**src/rtl/bitio_pkg.sv**
```systemverilog
package bitio_pkg;
  typedef enum logic [1:0] {
    KIND_PORT = 2'd0,
    KIND_MEM  = 2'd1,
    KIND_BIT  = 2'd2,
    KIND_RSVD = 2'd3
  } acc_kind_e;

  localparam int NUM_GP = 3;

  typedef struct packed {
    logic              illegal;
    logic              hit_flag;
    logic [NUM_GP-1:0] hit_gp;
  } dec_t;
endpackage

```
**src/rtl/bitio_decode.sv**
```systemverilog
module bitio_decode
  import bitio_pkg::*;
#(
  parameter int AW       = 8,
  parameter int PORT_TOP = 'h3F,
  parameter int BIT_TOP  = 'h1F,
  parameter int MEM_OFS  = 'h20,
  parameter int EXT_BASE = 'h60,
  parameter int FLAG_IO  = 'h16,
  parameter int GP0_IO   = 'h1E,
  parameter int GP1_IO   = 'h2A,
  parameter int GP2_DATA = 'hC4
) (
  input  acc_kind_e      kind_i,
  input  logic [AW-1:0]  addr_i,
  output dec_t           dec_o
);
  logic          io_ok;
  logic          ext_ok;
  logic [AW-1:0] io_addr;

  always_comb begin
    io_ok       = 1'b0;
    ext_ok      = 1'b0;
    io_addr     = '0;
    dec_o       = '0;
    unique case (kind_i)
      KIND_PORT: begin
        if (addr_i > AW'(PORT_TOP)) dec_o.illegal = 1'b1;
        else begin io_ok = 1'b1; io_addr = addr_i; end
      end
      KIND_MEM: begin
        if (addr_i < AW'(MEM_OFS)) dec_o.illegal = 1'b1;
        else if (addr_i < AW'(EXT_BASE)) begin
          io_ok   = 1'b1;
          io_addr = addr_i - AW'(MEM_OFS);
        end else ext_ok = 1'b1;
      end
      KIND_BIT: begin
        if (addr_i > AW'(BIT_TOP)) dec_o.illegal = 1'b1;
        else begin io_ok = 1'b1; io_addr = addr_i; end
      end
      default: dec_o.illegal = 1'b1;
    endcase
    dec_o.hit_flag  = io_ok && io_addr == AW'(FLAG_IO);
    dec_o.hit_gp[0] = io_ok && io_addr == AW'(GP0_IO);
    dec_o.hit_gp[1] = io_ok && io_addr == AW'(GP1_IO);
    dec_o.hit_gp[2] = ext_ok && addr_i == AW'(GP2_DATA);
  end
endmodule

```
**src/rtl/bitio_reg.sv**
```systemverilog
module bitio_reg #(
  parameter int DW = 8
) (
  input  logic          clk_i,
  input  logic          rst_ni,
  input  logic [DW-1:0] mask_i,
  input  logic [DW-1:0] d_i,
  output logic [DW-1:0] q_o
);
  always_ff @(posedge clk_i or negedge rst_ni) begin
    if (!rst_ni) q_o <= '0;
    else         q_o <= (q_o & ~mask_i) | (d_i & mask_i);
  end
endmodule

```
**src/rtl/bitio_flags.sv**
```systemverilog
module bitio_flags #(
  parameter int NF = 5
) (
  input  logic          clk_i,
  input  logic          rst_ni,
  input  logic [NF-1:0] clr_i,
  input  logic [NF-1:0] set_i,
  output logic [NF-1:0] q_o
);
  // peripheral set wins over clear
  always_ff @(posedge clk_i or negedge rst_ni) begin
    if (!rst_ni) q_o <= '0;
    else         q_o <= (q_o & ~clr_i) | set_i;
  end

  p_set_wins_r11: assert property (@(posedge clk_i) disable iff (!rst_ni)
    (|set_i) |=> ((q_o & $past(set_i)) == $past(set_i)));
endmodule

```
**src/rtl/bitio_regspace.sv**
```systemverilog
module bitio_regspace
  import bitio_pkg::*;
#(
  parameter int DW       = 8,
  parameter int AW       = 8,
  parameter int NF       = 5,
  parameter int PORT_TOP = 'h3F,
  parameter int BIT_TOP  = 'h1F,
  parameter int MEM_OFS  = 'h20,
  parameter int EXT_BASE = 'h60,
  parameter int FLAG_IO  = 'h16,
  parameter int GP0_IO   = 'h1E,
  parameter int GP1_IO   = 'h2A,
  parameter int GP2_DATA = 'hC4,
  localparam int BW      = $clog2(DW)
) (
  input  logic          clk_i,
  input  logic          rst_ni,
  input  logic          acc_valid_i,
  input  logic [1:0]    acc_kind_i,
  input  logic          acc_write_i,
  input  logic [AW-1:0] addr_i,
  input  logic [DW-1:0] wdata_i,
  input  logic [BW-1:0] bit_sel_i,
  input  logic          bit_set_i,
  input  logic [DW-1:0] flag_set_i,
  output logic [DW-1:0] rdata_o,
  output logic          bit_val_o,
  output logic          err_o
);
  acc_kind_e     kind;
  dec_t          dec;
  logic          hit_any, is_wr, byte_wr, bit_wr;
  logic [DW-1:0] bmask, gp_mask, gp_d, sel_val;
  logic [NF-1:0] flag_clr, flags_q;
  logic [DW-1:0] gp_q [NUM_GP];
  logic [NUM_GP*DW-1:0] gp_all;

  assign kind = acc_kind_e'(acc_kind_i);

  bitio_decode #(
    .AW(AW), .PORT_TOP(PORT_TOP), .BIT_TOP(BIT_TOP), .MEM_OFS(MEM_OFS),
    .EXT_BASE(EXT_BASE), .FLAG_IO(FLAG_IO), .GP0_IO(GP0_IO),
    .GP1_IO(GP1_IO), .GP2_DATA(GP2_DATA)
  ) i_decode (
    .kind_i(kind), .addr_i(addr_i), .dec_o(dec)
  );

  assign hit_any = dec.hit_flag | (|dec.hit_gp);
  assign is_wr   = acc_valid_i && acc_write_i && !dec.illegal;
  assign byte_wr = is_wr && kind != KIND_BIT;
  assign bit_wr  = is_wr && kind == KIND_BIT;
  assign bmask   = DW'(1) << bit_sel_i;
  assign gp_mask = byte_wr ? '1 : (bit_wr ? bmask : '0);
  assign gp_d    = byte_wr ? wdata_i : {DW{bit_set_i}};

  // bit write of 1 on flags clears that flag only, no read-modify-write
  always_comb begin
    flag_clr = '0;
    if (dec.hit_flag) begin
      if (byte_wr)                flag_clr = wdata_i[NF-1:0];
      else if (bit_wr && bit_set_i) flag_clr = bmask[NF-1:0];
    end
  end

  for (genvar g = 0; g < NUM_GP; g++) begin : g_gp
    bitio_reg #(.DW(DW)) i_reg (
      .clk_i(clk_i), .rst_ni(rst_ni),
      .mask_i(dec.hit_gp[g] ? gp_mask : '0),
      .d_i(gp_d), .q_o(gp_q[g])
    );
    assign gp_all[g*DW +: DW] = gp_q[g];
  end

  bitio_flags #(.NF(NF)) i_flags (
    .clk_i(clk_i), .rst_ni(rst_ni),
    .clr_i(flag_clr), .set_i(flag_set_i[NF-1:0]), .q_o(flags_q)
  );

  always_comb begin
    sel_val = '0;
    if (dec.hit_flag) sel_val = DW'(flags_q);
    for (int i = 0; i < NUM_GP; i++)
      if (dec.hit_gp[i]) sel_val = gp_q[i];
  end

  assign rdata_o   = (acc_valid_i && !acc_write_i && kind != KIND_BIT) ? sel_val : '0;
  assign bit_val_o = (acc_valid_i && !acc_write_i && kind == KIND_BIT) ? sel_val[bit_sel_i] : 1'b0;
  assign err_o     = acc_valid_i && (dec.illegal || (acc_write_i && !hit_any));

  p_port_range_r1: assert property (@(posedge clk_i) disable iff (!rst_ni)
    (acc_valid_i && kind == KIND_PORT && addr_i > AW'(PORT_TOP)) |-> (err_o && rdata_o == '0));

  p_illegal_hold_r4: assert property (@(posedge clk_i) disable iff (!rst_ni)
    (acc_valid_i && dec.illegal) |=> $stable(gp_all));

  p_zero_keeps_r5: assert property (@(posedge clk_i) disable iff (!rst_ni)
    (acc_valid_i && acc_write_i && kind != KIND_BIT && dec.hit_flag &&
     wdata_i == '0 && flag_set_i == '0) |=> $stable(flags_q));

  p_only_bit_n_r6: assert property (@(posedge clk_i) disable iff (!rst_ni)
    (acc_valid_i && acc_write_i && kind == KIND_BIT && dec.hit_flag) |=>
    ((($past(flags_q) & ~$past(bmask[NF-1:0])) & ~flags_q) == '0));

  p_rsvd_zero_r8: assert property (@(posedge clk_i) disable iff (!rst_ni)
    (acc_valid_i && !acc_write_i && kind != KIND_BIT && dec.hit_flag) |->
    (rdata_o[DW-1:NF] == '0));

  p_unmapped_rd_r9: assert property (@(posedge clk_i) disable iff (!rst_ni)
    (acc_valid_i && !acc_write_i && !dec.illegal && !hit_any) |-> (rdata_o == '0 && !err_o));
endmodule

```
**config.mk**
```make
export PLATFORM = sky130hd
export DESIGN_NAME = bitio_regspace
export DESIGN_NICKNAME = d
export VERILOG_FILES = /design/src/rtl/bitio_pkg.sv /design/src/rtl/bitio_decode.sv /design/src/rtl/bitio_reg.sv /design/src/rtl/bitio_flags.sv /design/src/rtl/bitio_regspace.sv
export SDC_FILE = /design/constraint.sdc
export NUM_CORES = 1
export LEC_CHECK = 0
export ABC_AREA = 1
export BUFFER_PORTS_ARGS = -buffer_cell sky130_fd_sc_hd__buf_2
export CAP_MARGIN = 30
export CELL_PAD_IN_SITES_DETAIL_PLACEMENT = 1
export CELL_PAD_IN_SITES_GLOBAL_PLACEMENT = 2
export CORE_MARGIN = 2
export CORE_UTILIZATION = 33
export CTS_CLUSTER_DIAMETER = 120
export DETAILED_ROUTE_END_ITERATION = 16
export GPL_ROUTABILITY_DRIVEN = 1
export PLACE_DENSITY_LB_ADDON = 0.08
export SYNTH_ARGS = -nofsm -noshare
export SYNTH_HDL_FRONTEND = slang
export SYNTH_SLANG_ARGS = --single-unit
```
**constraint.sdc**
```tcl
create_clock -name clk_i -period 3.93 [get_ports clk_i]
set_clock_uncertainty 0.05 [all_clocks]
set_input_delay 0.393 -clock clk_i [delete_from_list [all_inputs] [get_ports clk_i]]
set_output_delay 0.393 -clock clk_i [all_outputs]
set_load 0.005 [all_outputs]
```
==> metrics, run 1 <==
first-pass GRT wire length=roughly 11,000 um; area occupied by multi-input gates=1200 sq um; DR WL/cell=between 15 and 20 um; H-tree Lvls=2; Worst Tran Pin Value=0.731 ns; crit end category=primary output; ys async rst share=1.00; final hold vios=0; crit path time final=about 2.9 ns; Post-CTS Setup Bufs=0; root buf cell=clkbuf_8; PortBufs=40; RSZ-0062 raised after global routing=false; FF-to-FF setup slack=between 3 and 4 ns; Max Cap Viol=0; layout cells sized above 1=0.235; reg2reg path depth=4; YS warnings=0; nets@finish=374; fill count=836; Top FF cell, synth=dfrtp_1; clock-pin slew on the worst setup and hold paths=0.06 ns; largest area contributor in the netlist=dfrtp_1; Pleak=between 1 and 1.5 nW; Worst Setup Slack, final=between 1 and 1.5 ns; chip width=between 80 and 90 um; row cnt=29; Avg Inst Size Synth=roughly 7.2 sq um; I/O pins=44; initial antenna violation count=0; DP Worst Slack=1.06 ns; total gr overflow=0; Post-DRT Antenna Nets=0; setup TNS=0 ns; Commonest cells post-synth=74 x nand2_1, 36 x inv_1, 29 x dfrtp_1; routability cong.=between 0.8 and 0.9; number of flops mapped to enable cells by yosys=0; Initial Util=0.338; gr usage total=0.203; period utilization=0.734; area grow syn2layout=15.9%; final WL=6810 um; clock buffer count from CTS=5; Synth top area share=0.340; clk_lat worst skew=0.28 ns; Initial DRC Count=slightly above 80; most frequent cell after synthesis=nand2_1; number of global-route vias before repair=between 2,000 and 2,500; Final Util=0.392; Residual DRC=0; # clock sinks=29; vias per cell=5.20; sequential standard cell area=726 sq um; setup violators final=0; Longest Clk Path Bufs=2; sequential element share of the synthesized area=0.340; library cells used by synthesis=33; HP Class=input pin to asynchronous set/reset pin; outcome=finished clean; Die ar.=7130 sq um; via count=2,167; largest net degree at the start of global routing=30; WS Path Type=input pin to primary output; DRT Pass-1 Iters=4; critical-path maximum fanout=6; Max Fclk=~350 MHz; Yosys reg bits=29; CTS tree=built; peak supply drop=112 uV; cells after synthesis=between 200 and 300; Post-CTS Resized=0; Power Density=255 nW/um^2; ANT cells=0; syn nets=around 330; Final Max Tran Viols=0; worst rel slew slack=0.513; crit path launch type=input pin; # hold bufs at CTS=0; Power, Total=630 uW; Die Ht=~84 um; Area contributors post-synth=dfrtp_1 34%, nand2_1 13%, inv_1 6.3%; Post-Syn Area=2130 sq um; Post-DP HPWL=slightly above 5000 um; Crit path required time=3.49 ns; CP Data Arrival Time=2.44 ns; core area=roughly 6300 sq um
[cell type report]
type,count,share of cell area
Clock inverter,2,0.00405
Inverter,43,0.0663
Sequential cell,29,0.293
Multi-Input combinational cell,220,0.487
Clock buffer,6,0.0293
Timing Repair Buffer,40,0.0809
Tap cell,77,0.0389
[cell usage in the layout, fill, tap and decap left out, drive strengths merged]
cell type  Yosys  routed
nor3           7       7
mux2i          7       7
a31oi          9       9
dfrtp         29      29
nor4           1       1
a21o           5       5
or2            3       3
nand4         12      12
a21boi         1       1
clkbuf         0       6
ha             1       1
a21oi         11      11
nor2          23      23
inv           42      42
o211ai         1       1
nand3         28      28
nand2         83      83
o21bai         1       1
o21ai         27      27
buf            5      40
clkinv         1       3
[kinds of logic after synthesis]
| family | share of synthesized area |
|---|---|
| simple gates | 0.378 |
| buf+inv | 0.0955 |
| flops | 0.340 |
| fa+ha+maj | 0.00586 |
| mux | 0.0328 |
| compound gates | 0.148 |
[through the flow]
stage	instance area [sq um]	instances	hold WS (ns)
6_report	2470	417	0.118
3_5_place_dp	2390	409	0.430
3_3_place_gp	2390	409	0.419
2_1_floorplan	2130	297	0.0474
5_1_grt	2470	417	0.149
4_1_cts	2470	417	0.129
[path summary, 6_finish.rpt]
check	start	endpoint
min in group clk_i	flag_set_i[4]	i_flags.q_o[4]$_DFF_PN0_
hold reg to reg	flip-flop	flip-flop
max in group asynchronous	rst_ni	asynchronous set/reset pin
setup reg to reg	flip-flop	flip-flop
setup / recovery	addr_i[5]	bit_val_o
hold / removal	rst_ni	asynchronous set/reset pin
[critical path, cell delays in order]
cell and delay [ns]:
buf_2 0.15, inv_2 0.07, ha_1 0.27, nand2_1 0.05, nand4_1 0.13, nand3_2 0.13
nor2_2 0.25, nand2_2 0.17, nand3_1 0.12, nand4_1 0.08, o21ai_1 0.15, nand2_1 0.09
a21oi_1 0.19, nor2_1 0.08, buf_2 0.12
[routing by layer]
metal,GRT usage,share of wire
met1,0.277,0.48
met2,0.335,0.47
met3,0.0285,0.036
met5,0,0
met4,0.0620,0.014
[power by group]
| group | switching (mW) | internal [mW] |
|---|---|---|
| clock network | 0.120 | 0.123 |
| logic | 0.0610 | 0.0268 |
| registers | 0.000364 | 0.299 |
| total | 0.181 | 0.448 |
Power figures use the tool's default switching activity.
==> inputs of run 2 (changes only) <==
--- a/config.mk
+++ b/config.mk
@@ -11,7 +11,7 @@
 export CELL_PAD_IN_SITES_DETAIL_PLACEMENT = 1
 export CELL_PAD_IN_SITES_GLOBAL_PLACEMENT = 2
 export CORE_MARGIN = 2
-export CORE_UTILIZATION = 33
+export CORE_UTILIZATION = 30
 export CTS_CLUSTER_DIAMETER = 120
 export DETAILED_ROUTE_END_ITERATION = 16
 export GPL_ROUTABILITY_DRIVEN = 1
==> constraint.sdc (replaced) <==
create_clock -name clk_i -period 2.7 [get_ports clk_i]
set_clock_uncertainty 0.05 [all_clocks]
set_input_delay 0.27 -clock clk_i [delete_from_list [all_inputs] [get_ports clk_i]]
set_output_delay 0.27 -clock clk_i [all_outputs]
set_load 0.005 [all_outputs]
==> run 2 against run 1 <==
  * The run now ends with negative hold slack left
  * Sequential power is 46% higher
  * Die area is 9.5% higher
  * Largest cell class unchanged
  * Flip-flop and latch count is the same
  * Register-to-register slack worse by 1.2 ns
  * Sequential share of layout area decreased by 1.5 points
  * Power up 66%
  * Final area grew 5.4%
  * Global-route usage fell by 0.98 points
  * Combinational power up 49%
  * Via count up 1.7%
  * Core utilization fell by 1.0 points
  * Largest power group is now the clock network
==> metrics, run 2 (same netlist as run 1, synthesis figures left out) <==
initial antenna violation count=0 (unchanged); Power, Total=1.05 mW (was 630 uW); Worst Setup Slack, final=0.216 ns (was 1.05 ns); Psw=270 uW (was 181 uW); row cnt=30 (was 29); clock-pin slew on the worst setup and hold paths=0.07 ns (was 0.06 ns); root buf cell=clkbuf_8 (unchanged); # clock sinks=29 (unchanged); chip width=88.4 um (was 84.4 um); setup TNS=0 ns (unchanged); total gr overflow=0 (unchanged); Power Density=402 nW/um^2 (was 255 nW/um^2); outcome=finished, violations left (was finished clean); crit end category=primary output (unchanged); DR WL/cell=15.6 um (was 16.3 um); clock power share=0.459 (was 0.385); via count=2,204 (was 2,167); gr usage total=0.193 (was 0.203); Die ar.=7810 sq um (was 7130 sq um); setup violators final=0 (unchanged); nets@finish=383 (was 374); fin cells=445 (was 417); crit path launch type=input pin (unchanged); grt met1 use=0.253 (was 0.277); final WL=6930 um (was 6810 um); FF-to-FF setup slack=1.88 ns (was 3.12 ns); H-tree Lvls=2 (unchanged); crit path time final=about 2.5 ns; part of the power in combinational logic=0.125 (was 0.139); area grow syn2layout=22.2% (was 15.9%); number of global-route vias before repair=2,304 (was 2,216); DP Worst Slack=0.188 ns (was 1.06 ns); Final Util=0.382 (was 0.392); final hold vios=2 (was 0); peak supply drop=203 uV (was 112 uV); Residual DRC=0 (unchanged); internal power=777 uW (was 448 uW); clk_lat worst skew=0.28 ns (about the same); vias per cell=4.95 (was 5.20); met2 usage=0.331 (was 0.335); global routing's busiest layer=met2 (unchanged); Longest Clk Path Bufs=2 (unchanged); Crit path required time=2.38 ns (was 3.49 ns); routability cong.=0.815 (was 0.829); Post-CTS Setup Bufs=0 (unchanged); ANT cells=0 (unchanged); CP Data Arrival Time=2.16 ns (was 2.44 ns); Sw Share=0.258 (was 0.288); Die Ht=88.4 um (was 84.4 um); Pleak=1.44 nW (was 1.38 nW); worst hold slack=-0.00194 ns (was 0.118 ns); period utilization=0.920; first-pass GRT wire length=11,300 um (was 11,200 um); WS Path Type=input pin to primary output (unchanged); I/O pins=44 (unchanged); PortBufs=40 (unchanged); Final Max Tran Viols=0 (unchanged); Worst Tran Pin Value=0.734 ns (was 0.731 ns); failing checks=negative hold slack; dpl cells=437 (was 409); layout cells sized above 1=0.258 (was 0.235); critical-path maximum fanout=10 (was 6); core area=6830 sq um (was 6310 sq um); GR Layer Usage met3=0.0336 (was 0.0285); Post-DRT Antenna Nets=0 (unchanged); Max Fclk=just over 400 MHz; sequential power share=0.416 (was 0.475); Initial Util=0.312 (was 0.338); # hold bufs at CTS=0 (unchanged); DRT Pass-1 Iters=4 (unchanged); CTS tree=built (unchanged); Post-DP HPWL=5410 um (was 5150 um); HP Class=input pin to asynchronous set/reset pin (unchanged); most common cell after layout, fill and taps aside=nand2_1 (unchanged); largest net degree at the start of global routing=30 (unchanged); Initial DRC Count=42 (was 82); clock buffer count from CTS=5 (unchanged); RSZ-0062 raised after global routing=false (unchanged); reg2reg path depth=4 (unchanged); worst rel slew slack=0.511 (was 0.513); commonest cells after routing, fill and taps aside=74 x nand2_1, 40 x buf_2, 36 x inv_1 (unchanged); Max Cap Viol=0 (unchanged)
[run 2: area by class of cell]
class / count / area [sq um]
Fill cell: 895 / 4220
Multi-Input combinational cell: 220 / 1210
Sequential cell: 29 / 726
Timing Repair Buffer: 49 / 268
Inverter: 43 / 164
Tap cell: 96 / 120
Clock buffer: 6 / 82.6
Clock inverter: 2 / 37.5
[run 2: per-layer routing]
layer | wire length [um] | share of wire
met5 | 0 | 0
met4 | 34 | 0.0049
met3 | 270 | 0.039
met2 | 3360 | 0.48
met1 | 3270 | 0.47
[run 2: worst max path at each step]
stage          slack, ns  startpoint         to  cells past startpoint
2_1_floorplan       0.71   addr_i[5]  bit_val_o                     15
3_3_place_gp        0.19   addr_i[5]  bit_val_o                     16
3_5_place_dp        0.19   addr_i[5]  bit_val_o                     16
4_1_cts             0.18   addr_i[5]  bit_val_o                     16
5_1_grt           0.0008   addr_i[5]  bit_val_o                     16
6_report            0.22   addr_i[5]  bit_val_o                     16
[run 2: power by group through the flow]
stage / Combinational [mW] / Sequential [mW] / Clock [mW]
floorplan: 0.0693 / 0.444 / 0
global placement: 0.132 / 0.444 / 0
detailed placement: 0.132 / 0.444 / 0
CTS: 0.133 / 0.435 / 0.500
global route: 0.150 / 0.435 / 0.518
finish: 0.131 / 0.436 / 0.481
[run 2: repair_timing]
item	4_1_cts	5_1_grt
resized for setup	0	1
endpoints found under the setup margin	0	1
endpoints found under the hold margin	0	0
[run 2: critical path, stage by stage]
cell,delay (ns)
buf_2,0.14
inv_2,0.06
ha_1,0.27
nand2_1,0.05
nand4_1,0.13
nand2_2,0.11
nor2_8,0.20
nand3_2,0.11
inv_2,0.17
nand3_1,0.11
nand4_1,0.08
o21ai_1,0.09
nand2_1,0.07
a21oi_1,0.06
nor2_1,0.11
buf_2,0.12
[run 2: per-stage QoR]
step	area [sq um]	hold WS [ns]
6_report	2610	-0.00194
5_1_grt	2610	0.0304
4_1_cts	2600	0.00300
3_5_place_dp	2480	0.319
3_3_place_gp	2480	0.322
2_1_floorplan	2130	-0.0756
